==> config.mk <==
export PLATFORM = sky130hd
export DESIGN_NAME = circ_result_writer
export DESIGN_NICKNAME = d
export VERILOG_FILES = /design/src/rtl/crw_pkg.sv /design/src/rtl/crw_index_ctrl.sv /design/src/rtl/crw_write_stage.sv /design/src/rtl/circ_result_writer.sv
export SDC_FILE = /design/constraint.sdc
export NUM_CORES = 1
export LEC_CHECK = 0
export ABC_AREA = 1
export BUFFER_PORTS_ARGS = -buffer_cell sky130_fd_sc_hd__buf_2
export CAP_MARGIN = 40
export CELL_PAD_IN_SITES_DETAIL_PLACEMENT = 1
export CELL_PAD_IN_SITES_GLOBAL_PLACEMENT = 2
export CORE_AREA = 5 5 116 118
export DETAILED_ROUTE_END_ITERATION = 6
export DIE_AREA = 0 0 121 123
export PLACE_DENSITY = 0.81
export SLEW_MARGIN = 15
export SYNTH_ARGS = -nofsm -noshare
export SYNTH_HDL_FRONTEND = slang
export SYNTH_SLANG_ARGS = --single-unit
export TNS_END_PERCENT = 100
==> constraint.sdc <==
create_clock -name clk -period 2.9 [get_ports clk]
set_clock_uncertainty 0.1 [all_clocks]
set_input_delay 0.29 -clock clk [delete_from_list [all_inputs] [get_ports clk]]
set_output_delay 0.29 -clock clk [all_outputs]
set_load 0.005 [all_outputs]
==> src/rtl/crw_pkg.sv <==
// Shared types for the circular result writer.
// Assumes results are two's-complement words of SAMPLE_W bits.
package crw_pkg;
    localparam int SAMPLE_W = 16;
    typedef logic signed [SAMPLE_W-1:0] sample_t;
endpackage

==> src/rtl/crw_index_ctrl.sv <==
// Ring index controller: holds the position of the next slot, restarts it
// on an enable edge, and wraps it after the final slot.
// Assumes len is even, at least 2, and stable while results are accepted.
module crw_index_ctrl #(
    parameter int LEN_W = 12
) (
    input  logic             clk,
    input  logic             rst_n,
    input  logic             accept,
    input  logic             restart,
    input  logic [LEN_W-1:0] len,
    output logic [LEN_W-1:0] cur_idx,
    output logic             at_half,
    output logic             at_last
);
    logic [LEN_W-1:0] idx_q;
    logic [LEN_W-1:0] half_idx;
    logic [LEN_W-1:0] last_idx;

    // Marker positions derived from the programmed length.
    always_comb begin
        half_idx = (len >> 1) - LEN_W'(1);
        last_idx = len - LEN_W'(1);
    end

    // Slot used this cycle: a restart overrides the stored position.
    always_comb begin
        cur_idx = restart ? '0 : idx_q;
        at_half = (cur_idx == half_idx);
        at_last = (cur_idx == last_idx);
    end

    // Advance on acceptance, wrap after the last slot, clear on restart.
    always_ff @(posedge clk) begin
        if (!rst_n) begin
            idx_q <= '0;
        end else if (accept) begin
            idx_q <= at_last ? '0 : cur_idx + LEN_W'(1);
        end else if (restart) begin
            idx_q <= '0;
        end
    end

    // after the final slot the next position is the base.
    a_r6_wrap_to_base: assert property (@(posedge clk) disable iff (!rst_n)
        (accept && at_last) |=> (idx_q == '0));

    // with no acceptance and no restart the position holds.
    a_r7_hold_position: assert property (@(posedge clk) disable iff (!rst_n)
        (!accept && !restart) |=> $stable(idx_q));

    // an accepted slot lies inside the ring.
    a_r3_index_in_ring: assert property (@(posedge clk) disable iff (!rst_n)
        accept |-> (cur_idx < len));
endmodule

==> src/rtl/crw_write_stage.sv <==
// Output register stage: turns an accepted or dropped result into one
// registered memory write or overflow event, with marker strobes.
// Assumes accept and drop are never both set.
module crw_write_stage #(
    parameter int ADDR_W = 16
) (
    input  logic                  clk,
    input  logic                  rst_n,
    input  logic                  accept,
    input  logic                  drop,
    input  logic [ADDR_W-1:0]     addr_in,
    input  crw_pkg::sample_t      data_in,
    input  logic                  half_hit,
    input  logic                  last_hit,
    output logic                  we,
    output logic [ADDR_W-1:0]     addr,
    output crw_pkg::sample_t      wdata,
    output logic                  half_evt,
    output logic                  full_evt,
    output logic                  ovf_evt
);
    // One-cycle strobes for the write and its events.
    always_ff @(posedge clk) begin
        if (!rst_n) begin
            we       <= 1'b0;
            half_evt <= 1'b0;
            full_evt <= 1'b0;
            ovf_evt  <= 1'b0;
        end else begin
            we       <= accept;
            half_evt <= accept && half_hit;
            full_evt <= accept && last_hit;
            ovf_evt  <= drop;
        end
    end

    // Address and data load only on acceptance.
    always_ff @(posedge clk) begin
        if (!rst_n) begin
            addr  <= '0;
            wdata <= '0;
        end else if (accept) begin
            addr  <= addr_in;
            wdata <= data_in;
        end
    end

    // marker strobes only accompany a write.
    a_r5_half_with_write: assert property (@(posedge clk) disable iff (!rst_n)
        half_evt |-> we);
    a_r6_full_with_write: assert property (@(posedge clk) disable iff (!rst_n)
        full_evt |-> we);
    // a write and an overflow never share a cycle.
    a_r8_write_xor_ovf: assert property (@(posedge clk) disable iff (!rst_n)
        $onehot0({we, ovf_evt}));
endmodule

==> src/rtl/circ_result_writer.sv <==
// Circular result writer: stores accepted conversion results into a ring
// of buf_len entries starting at buf_base, flags half and full points and
// reports results dropped while the engine is off.
// Assumes buf_len is even, at least 2, and buf_base and buf_len are stable
// while dma_en is 1; ADDR_W is at least LEN_W.
module circ_result_writer #(
    parameter int ADDR_W = 16,
    parameter int LEN_W  = 12
) (
    input  logic                  clk,
    input  logic                  rst_n,
    input  logic                  res_valid,
    input  logic [15:0]           res_data,
    input  logic                  dma_en,
    input  logic [ADDR_W-1:0]     buf_base,
    input  logic [LEN_W-1:0]      buf_len,
    output logic                  mem_we,
    output logic [ADDR_W-1:0]     mem_addr,
    output logic [15:0]           mem_wdata,
    output logic                  evt_half,
    output logic                  evt_full,
    output logic                  evt_ovf
);
    import crw_pkg::*;

    logic             en_q;
    logic             restart;
    logic             accept;
    logic             drop;
    logic [LEN_W-1:0] cur_idx;
    logic             at_half;
    logic             at_last;
    logic [ADDR_W-1:0] slot_addr;
    sample_t          wdata_s;

    // Remember the enable level to find its rising edge.
    always_ff @(posedge clk) begin
        if (!rst_n) en_q <= 1'b0;
        else        en_q <= dma_en;
    end

    // Classify this cycle's result and detect a ring restart.
    always_comb begin
        restart   = dma_en && !en_q;
        accept    = res_valid && dma_en;
        drop      = res_valid && !dma_en;
        slot_addr = buf_base + ADDR_W'(cur_idx);
    end

    crw_index_ctrl #(.LEN_W(LEN_W)) u_index (
        .clk     (clk),
        .rst_n   (rst_n),
        .accept  (accept),
        .restart (restart),
        .len     (buf_len),
        .cur_idx (cur_idx),
        .at_half (at_half),
        .at_last (at_last)
    );

    crw_write_stage #(.ADDR_W(ADDR_W)) u_write (
        .clk      (clk),
        .rst_n    (rst_n),
        .accept   (accept),
        .drop     (drop),
        .addr_in  (slot_addr),
        .data_in  (sample_t'(res_data)),
        .half_hit (at_half),
        .last_hit (at_last),
        .we       (mem_we),
        .addr     (mem_addr),
        .wdata    (wdata_s),
        .half_evt (evt_half),
        .full_evt (evt_full),
        .ovf_evt  (evt_ovf)
    );

    // Present the stored sample as plain bits.
    always_comb mem_wdata = 16'(wdata_s);

    // an accepted result becomes one write of the same bits.
    a_r2_accept_writes: assert property (@(posedge clk) disable iff (!rst_n)
        (res_valid && dma_en) |=> (mem_we && mem_wdata == $past(res_data)));
    // a result with the engine off is dropped with an overflow event.
    a_r7_drop_overflows: assert property (@(posedge clk) disable iff (!rst_n)
        (res_valid && !dma_en) |=> (evt_ovf && !mem_we));
    // no result, no write and no events.
    a_r8_quiet_idle: assert property (@(posedge clk) disable iff (!rst_n)
        !res_valid |=> (!mem_we && !evt_ovf && !evt_half && !evt_full));
    // a result on the enable edge lands at the base.
    a_r4_restart_at_base: assert property (@(posedge clk) disable iff (!rst_n)
        (res_valid && dma_en && !en_q) |=> (mem_addr == $past(buf_base)));
endmodule

==> qor.log <==
INFO  clock_tree     cts.htree.levels=2
INFO  grt            met1_usage=18.43%
INFO  worst_setup_path worstSetupPathType=flop to flop
INFO  sta            setup_viol=0
INFO  power_and_ir_drop total_power=1.616mW
INFO  route          drtAntennaViolNets=0
INFO  floorplanning  design.die.area=14,880µm²
INFO  cells_and_area finish.net_count=679
INFO  power_and_ir_drop power.density_cell_area=394.2nW/µm²
INFO  power_and_ir_drop switching_share=29.05%
INFO  worst_setup_path worst-path-max-fanout=11
INFO  yosys          synthesis.area=3338µm²
INFO  clock_tree     insertion_delay=0.29ns
INFO  placement      pre_cts_ws=0.2433ns
INFO  cells_and_area layout_common_cells=121 x nand2_1, 116 x nor2_1, 83 x buf_2
INFO  clock_tree     cts_num_sinks=49
INFO  grt            grtUsageMet3=2.790%
INFO  sta            max_slew.worst_pin.slew=0.3974ns
INFO  floorplanning  core=12,360µm²
INFO  yosys          syn_avg_cell_area=6.263µm²
INFO  power_and_ir_drop vdd_ir_drop_max=0.3327mV
INFO  sta            hold-worst-slack=0.1218ns
INFO  route          drt_wl_total=10.32mm
INFO  power_and_ir_drop total_switching_power=0.4694mW
INFO  cells_and_area layout-area-overhead-vs-synth=22.79%
INFO  route          drc=0
INFO  worst_setup_path cp_data_arrival_time=2.57ns
INFO  sta            max-slew-margin-rel=73.23%
INFO  power_and_ir_drop clock_power_share=38.2%
INFO  power_and_ir_drop cellInternalPower=1.146mW
INFO  yosys          ys_seq_elements=49
INFO  sta            report.final.slew_viol_count=0
INFO  yosys          synth_edf_count=0
INFO  route          via_count=3,458
INFO  yosys          postSynth.topFlopCell=dfxtp_1
INFO  placement      gp_congestion=0.7871
INFO  yosys          yosys.cell_types.count=26
INFO  sta            setup_ws=0.4208ns
INFO  sta            totalNegativeSetupSlack=0ns
INFO  power_and_ir_drop power.combinational.fraction=17.2%
INFO  grt            grt_start_max_net_pins=38
INFO  flow_run       maxCapViolCount=0
INFO  cells_and_area num_antenna_cells=0
INFO  clock_tree     cts-root-buf=clkbuf_16
INFO  clock_tree     clk_pin_slew_worst_paths=0.07ns
INFO  sta            max_freq=403.4MHz
INFO  power_and_ir_drop power.leakage=2.205nW
INFO  route          initialDrtViolationCount=98
INFO  placement      io_buffer_count=83
INFO  floorplanning  row_count=41
INFO  power_and_ir_drop power.sequential.fraction=44.6%
INFO  clock_tree     tritoncts=built
INFO  worst_setup_path worstPathRequired=2.99ns
INFO  hold_path      holdCritPathClass=input pin to flop
INFO  floorplanning  initial_utilization=27.00%
INFO  floorplanning  floorplan.io_pins=84
INFO  sta            rsz0062_at_grt=false
INFO  floorplanning  die_w=121µm
INFO  placement      post-place-cells=780
INFO  grt            global_route_usage_over_all_layers=14.58%
INFO  placement      hpwlAfterDp=8.624mm
INFO  grt            number_of_global_route_vias_before_repair=3,724
INFO  floorplanning  die_height=123µm
INFO  worst_setup_path crit_path_start_kind=flop
INFO  clock_tree     cts_made_buffers=5
INFO  route          drt-vias-per-instance=4.388
INFO  cells_and_area post_route_cells_drive_above_1_share=17.86%
INFO  grt            top_usage_layer=met2
INFO  sta            finalHoldViolations=0
INFO  clock_tree     cts_max_path_buffers=2
INFO  yosys          synth.yosys.seq_area_share=29.39%
INFO  grt            grt_first_pass_wirelength=17.82mm
INFO  cells_and_area mostFrequentLayoutCell=nand2_1
INFO  grt            grt_antenna_before_repair=0
INFO  cells_and_area stdcell_count=788
INFO  yosys          cell_count_after_synthesis=533
INFO  yosys          synthesis.yosys.warnings=0
INFO  sta            timing.final.crit_period=2.479ns
INFO  yosys          synthesized_nets=597
INFO  grt            grtUsageMet2=26.22%
INFO  route          detailedRoute.firstPassIterationCount=4
INFO  sta            min_period_over_period=85.49%
INFO  grt            remaining_global_route_overflow=0
INFO  status         run_status=completed
INFO  yosys          async_reset_ff_share=0%
INFO  route          drt_wl_cell=13.10µm
INFO  worst_setup_path endpoint_type_of_the_worst_setup_path=flop
## logic make-up after synthesis
logic type | synth area share, %
buf+inv | 9.558
xor+xnor | 8.658
flops | 29.39
compound gates | 10.31
simple gates | 35.87
fa+ha+maj | 6.222
## layer usage
metal | routed length, µm | vias to the layer above
met3 | 345 | 8
met1 | 4788 | 1578
li1 | - | 1830
met2 | 5101 | 42
met4 | 89 | 0
met5 | 0 | -
## repair_timing
item | 4_1_cts | 5_1_grt
hold buffers | 0 | 0
setup endpoints to repair | 0 | 1
gates resized for setup | 0 | 1
buffers inserted | 0 | 0
## cells in the mapped netlist (2+ instances only)
| cell type | instances | area, µm² |
|---|---|---|
| nand2_1 | 122 | 457.9 |
| nand2_2 | 3 | 18.77 |
| xor2_1 | 27 | 236.5 |
| clkbuf_1 | 11 | 41.29 |
| nor2_2 | 2 | 12.51 |
| a21oi_1 | 11 | 55.05 |
| o211ai_1 | 2 | 15.01 |
| ha_1 | 15 | 187.7 |
| a31oi_1 | 2 | 12.51 |
| buf_6 | 2 | 22.52 |
| inv_2 | 4 | 15.01 |
| nor2_1 | 116 | 435.4 |
| dfxtp_1 | 49 | 980.9 |
| nor3_1 | 3 | 15.01 |
| nand2_4 | 4 | 45.04 |
| xnor2_1 | 6 | 52.55 |
| o21ai_0 | 40 | 200.2 |
| a21o_1 | 4 | 30.03 |
| nand4_1 | 5 | 31.28 |
| nand3_1 | 35 | 175.2 |
| inv_1 | 64 | 240.2 |
| o21bai_1 | 2 | 15.01 |
## path summary, 6_finish.rpt
path	start	endpoint	slack (ns)	cells past startpoint
setup / recovery	en_q	u_write.addr[15]	0.42	15
hold / removal	dma_en	u_write.ovf_evt	0.12	2
setup reg to reg	en_q	u_write.addr[15]	0.42	15
hold reg to reg	u_write.wdata[0]	u_write.wdata[0]	0.39	2
## critical path, stage by stage (launching register included)
cell     delay (ns)
dfxtp_1        0.33
inv_1          0.05
nand2_2        0.11
buf_4          0.24
nand2_2        0.11
inv_1          0.14
ha_1           0.31
a21o_1         0.22
a21oi_1        0.11
nand2_1        0.12
nand3_1        0.10
nand3_1        0.13
nand2_1        0.09
nand2_1        0.04
o21ai_0        0.15
inv_1          0.05
## area by class of cell
cell class	instances	area, µm²
Clock buffer	5	125.1
Clock inverter	3	28.78
Fill cell	1642	8264
Tap cell	172	215.2
Inverter	68	255.2
Multi-Input combinational cell	403	2041
Timing Repair Buffer	88	452.9
Sequential cell	49	980.9
## power groups by stage
stage               registers, mW  logic [mW]  clock network, mW
floorplan                   0.739       0.160                  0
finish                      0.721       0.278              0.617
global placement            0.736       0.276                  0
global route                0.725       0.321              0.662
detailed placement          0.737       0.283                  0
CTS                         0.721       0.285              0.634
## flip-flops by register name, indices dropped and copies added (netlist names)
signal and count:
u_write.addr 16, u_write.wdata 16, u_index.idx_q 12, en_q 1, u_write.full_evt 1, u_write.half_evt 1, u_write.ovf_evt 1, u_write.we 1
## through the flow
step	utilization (%)	cell area, µm²
after floorplan	-	3338
after global placement	31.89	3943
after detailed placement	31.89	3943
after CTS	33.13	4096
after global routing	33.15	4099
final	33.15	4099
No activity file was read; power rests on OpenSTA's default activity.
